### config.mk
export PLATFORM = sky130hd
export DESIGN_NAME = micro_tlb
export DESIGN_NICKNAME = d
export VERILOG_FILES = /design/src/rtl/mtlb_pkg.sv /design/src/rtl/mtlb_match.sv /design/src/rtl/mtlb_victim.sv /design/src/rtl/mtlb_fill_ctl.sv /design/src/rtl/micro_tlb.sv
export SDC_FILE = /design/constraint.sdc
export NUM_CORES = 1
export LEC_CHECK = 0
export ABC_AREA = 0
export ABC_CLOCK_PERIOD_IN_PS = 3710
export BUFFER_PORTS_ARGS = -buffer_cell sky130_fd_sc_hd__buf_2
export CAP_MARGIN = 10
export CORE_MARGIN = 3
export CORE_UTILIZATION = 62
export CTS_BUF_LIST = sky130_fd_sc_hd__clkbuf_4
export DETAILED_ROUTE_END_ITERATION = 6
export GPL_TIMING_DRIVEN = 0
export PLACE_DENSITY = 0.92
export SLEW_MARGIN = 20
export SYNTH_ARGS = -nofsm -noshare
export SYNTH_HDL_FRONTEND = slang
export SYNTH_HIERARCHICAL = 1
export SYNTH_SLANG_ARGS = --single-unit
### constraint.sdc
create_clock -name clk -period 3.71 [get_ports clk]
set_input_delay 0.742 -clock clk [delete_from_list [all_inputs] [get_ports clk]]
set_output_delay 0.742 -clock clk [all_outputs]
set_load 0.05 [all_outputs]
### src/rtl/mtlb_pkg.sv
package mtlb_pkg;

    localparam int VPN_W  = 20;
    localparam int ASID_W = 8;
    localparam int PFN_W  = 20;
    localparam int ATTR_W = 6;

    // Tag half of an entry: presence bit plus the match key
    typedef struct packed {
        logic              live;
        logic [VPN_W-1:0]  vpn;
        logic [ASID_W-1:0] asid;
    } xl_tag_t;

    // Data half of an entry: what a hit returns
    typedef struct packed {
        logic [PFN_W-1:0]  pfn;
        logic [ATTR_W-1:0] attr;
    } xl_data_t;

    typedef enum logic {
        FILL_IDLE = 1'b0,
        FILL_WAIT = 1'b1
    } fill_state_e;

    function automatic logic tag_match(input xl_tag_t t,
                                       input logic [VPN_W-1:0] v,
                                       input logic [ASID_W-1:0] a);
        return t.live && (t.vpn == v) && (t.asid == a);
    endfunction

    function automatic int unsigned slot_width(input int unsigned n);
        return (n > 1) ? $clog2(n) : 1;
    endfunction

endpackage

### src/rtl/mtlb_match.sv
module mtlb_match
    import mtlb_pkg::*;
#(
    parameter int N = 8
) (
    input  xl_tag_t            tags [N],
    input  logic [VPN_W-1:0]   vpn,
    input  logic [ASID_W-1:0]  asid,
    output logic [N-1:0]       hit_vec
);

    for (genvar g = 0; g < N; g++) begin : g_cmp
        assign hit_vec[g] = tag_match(tags[g], vpn, asid);
    end

endmodule

### src/rtl/mtlb_victim.sv
module mtlb_victim #(
    parameter int N  = 8,
    parameter int IW = 3
) (
    input  logic          clk,
    input  logic          rst,
    input  logic [N-1:0]  live_vec,
    input  logic          take,
    output logic [IW-1:0] slot
);

    localparam logic [IW-1:0] LAST = IW'(N - 1);

    logic [IW-1:0] rr_q;
    logic [IW-1:0] free_idx;
    logic          all_live;

    assign all_live = &live_vec;

    // Scan from the top so the lowest invalid index is the one kept
    always_comb begin
        free_idx = '0;
        for (int i = N - 1; i >= 0; i--) begin
            if (!live_vec[i]) free_idx = IW'(i);
        end
    end

    assign slot = all_live ? rr_q : free_idx;

    always_ff @(posedge clk) begin
        if (rst) begin
            rr_q <= '0;
        end else if (take && all_live) begin
            rr_q <= (rr_q == LAST) ? '0 : rr_q + 1'b1;
        end
    end

endmodule

### src/rtl/mtlb_fill_ctl.sv
module mtlb_fill_ctl
    import mtlb_pkg::*;
(
    input  logic              clk,
    input  logic              rst,
    input  logic              launch,
    input  logic [VPN_W-1:0]  miss_vpn,
    input  logic [ASID_W-1:0] miss_asid,
    input  logic              resp_valid,
    input  logic              flush,
    output logic              waiting,
    output logic              install,
    output logic [VPN_W-1:0]  pend_vpn,
    output logic [ASID_W-1:0] pend_asid
);

    fill_state_e state_q;
    logic        drop_q;

    assign waiting = (state_q == FILL_WAIT);
    assign install = waiting && resp_valid && !drop_q && !flush;

    always_ff @(posedge clk) begin
        if (rst) begin
            state_q   <= FILL_IDLE;
            drop_q    <= 1'b0;
            pend_vpn  <= '0;
            pend_asid <= '0;
        end else begin
            case (state_q)
                FILL_IDLE: begin
                    if (launch) begin
                        state_q   <= FILL_WAIT;
                        pend_vpn  <= miss_vpn;
                        pend_asid <= miss_asid;
                        drop_q    <= flush;
                    end
                end
                FILL_WAIT: begin
                    if (resp_valid) begin
                        state_q <= FILL_IDLE;
                        drop_q  <= 1'b0;
                    end else if (flush) begin
                        drop_q  <= 1'b1;
                    end
                end
                default: state_q <= FILL_IDLE;
            endcase
        end
    end

endmodule

### src/rtl/micro_tlb.sv
module micro_tlb
    import mtlb_pkg::*;
#(
    parameter int ENTRIES = 8
) (
    input  logic              clk,
    input  logic              rst,
    input  logic              lk_valid,
    input  logic [VPN_W-1:0]  lk_vpn,
    input  logic [ASID_W-1:0] lk_asid,
    output logic              lk_ready,
    output logic              lk_hit,
    output logic [PFN_W-1:0]  lk_pfn,
    output logic [ATTR_W-1:0] lk_attr,
    output logic              fill_req,
    output logic [VPN_W-1:0]  fill_vpn,
    output logic [ASID_W-1:0] fill_asid,
    input  logic              fill_valid,
    input  logic [PFN_W-1:0]  fill_pfn,
    input  logic [ATTR_W-1:0] fill_attr,
    input  logic              inval
);

    localparam int IW = slot_width(ENTRIES);

    xl_tag_t              tags [ENTRIES];
    xl_data_t             data [ENTRIES];
    logic [ENTRIES-1:0]   live_vec;
    logic [ENTRIES-1:0]   hit_vec;
    logic                 any_match;
    logic                 waiting;
    logic                 install;
    logic                 launch;
    logic [IW-1:0]        slot;
    xl_data_t             sel_data;

    for (genvar g = 0; g < ENTRIES; g++) begin : g_live
        assign live_vec[g] = tags[g].live;
    end

    mtlb_match #(.N(ENTRIES)) u_match (
        .tags    (tags),
        .vpn     (lk_vpn),
        .asid    (lk_asid),
        .hit_vec (hit_vec)
    );

    assign any_match = |hit_vec;
    assign lk_ready  = !waiting;
    assign lk_hit    = lk_valid && !waiting && any_match;
    assign launch    = lk_valid && !waiting && !any_match;
    assign fill_req  = waiting;

    // One-hot OR mux over matching entries
    always_comb begin
        sel_data = '0;
        for (int i = 0; i < ENTRIES; i++) begin
            if (hit_vec[i]) sel_data = xl_data_t'(sel_data | data[i]);
        end
    end

    assign lk_pfn  = lk_hit ? sel_data.pfn  : '0;
    assign lk_attr = lk_hit ? sel_data.attr : '0;

    mtlb_fill_ctl u_fill (
        .clk        (clk),
        .rst        (rst),
        .launch     (launch),
        .miss_vpn   (lk_vpn),
        .miss_asid  (lk_asid),
        .resp_valid (fill_valid),
        .flush      (inval),
        .waiting    (waiting),
        .install    (install),
        .pend_vpn   (fill_vpn),
        .pend_asid  (fill_asid)
    );

    mtlb_victim #(.N(ENTRIES), .IW(IW)) u_victim (
        .clk      (clk),
        .rst      (rst),
        .live_vec (live_vec),
        .take     (install),
        .slot     (slot)
    );

    // Entry storage: invalidate wins over a same-cycle install
    always_ff @(posedge clk) begin
        if (rst) begin
            for (int i = 0; i < ENTRIES; i++) begin
                tags[i] <= '0;
                data[i] <= '0;
            end
        end else if (inval) begin
            for (int i = 0; i < ENTRIES; i++) begin
                tags[i].live <= 1'b0;
            end
        end else if (install) begin
            tags[slot] <= '{live: 1'b1, vpn: fill_vpn, asid: fill_asid};
            data[slot] <= '{pfn: fill_pfn, attr: fill_attr};
        end
    end

endmodule

==> PnR_summary.wiki <==
{| class="wikitable"
! Metric !! Value
|-
| Status || complete, but fails checks
|-
| Violations in the final reports || setup timing
|-
| GRT met1 Usage || 50.2%
|-
| Average instance area after synthesis || 12.0 um^2
|-
| Slowest stage cell on the critical path || nor4_1
|-
| Proportion of layout cells with a drive suffix above 1 || between 20% and 30%
|-
| Number of stages on the worst setup path || 10
|-
| Fraction of power consumed by combinational cells || ~7%
|-
| Cells after Synth || 1671
|-
| Total vias in the final route || 16900
|-
| Post-layout utilization of the core || 77.1%
|-
| Global-route layer with the greatest usage || met2
|-
| Total number of clock tree sinks || 473
|-
| Internal || 8.12 mW
|-
| Most used cells in the layout excluding fill and tap cells || a22o_1, dfxtp_1, and2_1, edfxtp_1, clkbuf_4
|-
| Yosys warning total || 6
|-
| Clock buffers created by TritonCTS || 117
|-
| Global Route Usage Sum || roughly 40%
|-
| Net Count, Synth || 1732
|-
| FF+latch count, synth || 473
|-
| Maximum resistive drop on vdd || around 0.00036 V
|-
| Max Clk Rate || 0.235 GHz
|-
| HPWL after detailed placement || 43900 um
|-
| Die boundary height || 186 um
|-
| Slew at the pin closest to its max-slew limit || 1.26 ns
|-
| Maximum number of pins on one net before global-route repair || 27
|-
| Global-route wire length before repair || approximately 100000 um
|-
| Std-Cell Core Area || 31700 um^2
|-
| Post-synth design cell area || 20000 um^2
|-
| Max-Slew Margin vs Limit || 15.7%
|-
| Post-route clock skew || 0.0718 ns
|-
| Hold path startpoint || lk_vpn[14]
|-
| Clock slew at the register clock pins of the worst setup and hold paths || 0.07 ns
|-
| Hold Crit Depth || 3
|-
| Drc violations || 0
|-
| Register cell area after layout || 11600 um^2
|-
| Drt pass-1 iters || 6
|-
| Cell types with the largest area share after synthesis || edfxtp_1, dfxtp_1, a22o_1
|-
| Effective utilization at floorplan || 63.2%
|-
| Summed area of non-filler cells in the final layout || 24500 um^2
|-
| Net total in the final layout || 1994
|-
| Clock tree root driver cell || clkbuf_4
|-
| Port Buffer Count || between 100 and 150
|-
| Final wirelength || 73200 um
|-
| Ratio of final minimum period to clock period || 115%
|-
| Crit path launch type || register
|-
| Worst setup path class || reg -> out
|-
| Fin worst setup slack || -0.547 ns
|-
| Max FO, Critical Path || 10
|-
| Share of Yosys cell area claimed by the top area cell type || 31.2%
|-
| Area after DPL || 21500 um^2
|-
| Category of the worst setup path capture point || primary output
|-
| Setup slack on the worst flop-to-flop path || 0.09 ns
|-
| Antenna violations before repair || 3
|-
| Worst-skew pair later-pin latency || 0.87 ns
|-
| Critical path buffers and inverters || 4
|-
| Count of final setup violators || 27
|-
| Maximum level of the CTS H-tree || 3
|-
| DIE AREA || 34500 um^2
|-
| Lkg Pwr || 9.40 nW
|-
| Fraction of met3 tracks used by global routing || approximately an eighth
|-
| Maximum Capacitance Violations || 0
|-
| Worst flop-to-flop path endpoint || data[0][16]$_SDFFCE_PN0P_
|-
| Proportion of power drawn by flip-flops and latches || 50.8%
|-
| Worst hold-check path type || in -> reg
|-
| Worst Hold Endpoint || u_fill/pend_vpn[14]$_SDFFE_PP0P_
|-
| Sequence of cells on the critical path || xor2_1, nor4_1, nand3_1, nor4_2, clkbuf_8, clkbuf_8, buf_6, a22oi_1, a31oi_4, buf_6
|-
| Data arrival time of the worst path || 3.52 ns
|-
| Fill count || ~1800
|-
| Post-synth top flop || dfxtp_1
|-
| Clock tree from TritonCTS || built
|-
| Most common cell after layout, fill and taps aside || a22o_1
|-
| Vias per cell || 6.96
|-
| Layout-stage area growth over the synthesis result || 22.0%
|-
| Power consumption || 11.0 mW
|-
| Number of cells on the worst reg-to-reg path || 9
|-
| Final GP Congestion || between 1 and 1.5
|-
| RSZ-0062 raised after global routing || true
|-
| Clock network power share || 42.0%
|-
| Horizontal die dimension || 186 um
|-
| Met2 usage in global routing || 61.5%
|-
| Total power density per cell area || between 400 and 500 nW/um^2
|-
| Final worst path period need || 4.26 ns
|-
| Minimum setup slack after placement || -1.79 ns
|-
| Hold Violations, Final || 0
|-
| RR Startpoint || live_vec[2]$_SDFFE_PP0P_
|-
| Switching share of total power || 26.4%
|-
| Routed length per instance || 30.2 um
|-
| IO Count || between 100 and 150
|-
| Cell taking the most area after synthesis || edfxtp_1
|-
| Vias in the first global route || 16500
|-
| Std cell rows || 65
|-
| Largest delay contributor family on the critical path || simple AND/OR/NAND/NOR gates
|-
| Number of routed nets with antenna violations || 0
|-
| Fraction of registers with async set or reset after synthesis || 0%
|-
| Crit-path max cell delay || a little under 0.5 ns
|-
| Area taken by multi-input logic gates || about 8600 um^2
|-
| Synth cell types || 45
|-
| Leftover overflow at the end of global routing || 0
|-
| Proportion of synthesized chip area in sequential cells || 57.6%
|-
| Net load switching power || 2.91 mW
|-
| Clock tree buffer depth || 3
|-
| Endpoint required time on the critical path || 2.97 ns
|-
| Number of enable flip-flop cells after synthesis || approximately 210
|-
| Detailed Route Iter0 Violations || 2849
|-
| Fin. max-slew vios || 0
|}
-- timing repair --
action                                  in CTS  in global routing
resized for setup                          175                 81
buffers inserted                            10                 14
hold buffers                                 0                  0
cloned                                       2                  1
endpoints found under the setup margin      35                106
pin swaps                                   17                 26
-- power by group through the flow --
stage | clock [mW] | combinational (mW) | sequential [mW]
4_1_cts | 4.50 | 0.724 | 5.60
2_1_floorplan | 0 | 0.341 | 5.77
5_1_grt | 4.86 | 0.806 | 5.62
3_3_place_gp | 0 | 0.691 | 5.70
3_5_place_dp | 0 | 0.705 | 5.71
6_report | 4.63 | 0.792 | 5.61
-- Yosys cell counts, drive strengths merged, types with 3 or more instances --
cell and count:
a21oi 39, buf 97, o21ai 4, a21o 8
nor2 11, xor2 152, a22oi 52, clkbuf 63
nand2b 4, a22o 251, xnor2 72, and2 208
a31oi 29, nor2b 3, inv 14, nand3 10
nor4 40, nand4 26, nand2 63, edfxtp 208
dfxtp 265, a221oi 26, nor3 12
-- worst max-delay path by stage --
stage	from	endpoint	slack [ns]
after floorplan	lk_vpn[19]	lk_attr[2]	-0.09
after global placement	lk_vpn[5]	lk_pfn[1]	-1.77
after detailed placement	lk_vpn[13]	lk_pfn[1]	-1.79
after CTS	tags[192]$_SDFFE_PP0P_	lk_attr[3]	-0.37
after global routing	tags[18]$_SDFFE_PP0P_	lk_pfn[1]	-0.50
final	tags[18]$_SDFFE_PP0P_	lk_pfn[1]	-0.55
-- cell families after synthesis --
kind of cell	count (synthesis)	share of synthesized area, %
AO/OA/AOI/OAI	413	16.5
XOR/XNOR	224	9.82
adder cells (fa/ha/maj)	2	0.125
buffers and inverters	174	4.41
flip-flops	473	57.6
AND/OR/NAND/NOR	385	11.5
-- routing by layer --
layer	routed length, um	vias to the layer above
li1	-	6667
met1	24500	8093
met2	32000	1648
met3	10300	454
met4	6310	2
met5	13	-
-- final cells by class --
class	instances	area share, %
sequential	473	47.3
multi-input combinational	1024	35.2
clock buffer	192	5.89
buffer	160	4.55
timing repair buffer	143	4.33
tap	402	2.06
clock inverter	11	0.358
inverter	14	0.235
antenna	3	0.0307
-- tightest hold or removal path: cells and delay by family --
family	cells	cell delay, ns
buffers and inverters	1	0.11
and+or+nand+nor	1	0.05
AOI/OAI and AO/OA	1	0.05
-- stage by stage --
step                hold slack [ns]  setup TNS (ns)  std cells
floorplan                     0.424         -0.0921       1671
global placement              0.439         -100.06       2188
detailed placement            0.447          -67.70       2189
CTS                           0.134           -9.14       2404
global route                  0.124          -12.04       2422
finish                        0.157          -12.43       2422
-- flip-flops by register name, summed over array words and instances, names as in the netlist --
register and cells:
u_fill/pend_asid 8, u_fill/drop_q 1, live_vec 8, u_victim/rr_q 3
u_fill/pend_vpn 20, tags 224, data 208, u_fill/waiting 1
Power figures use the tool's default switching activity.
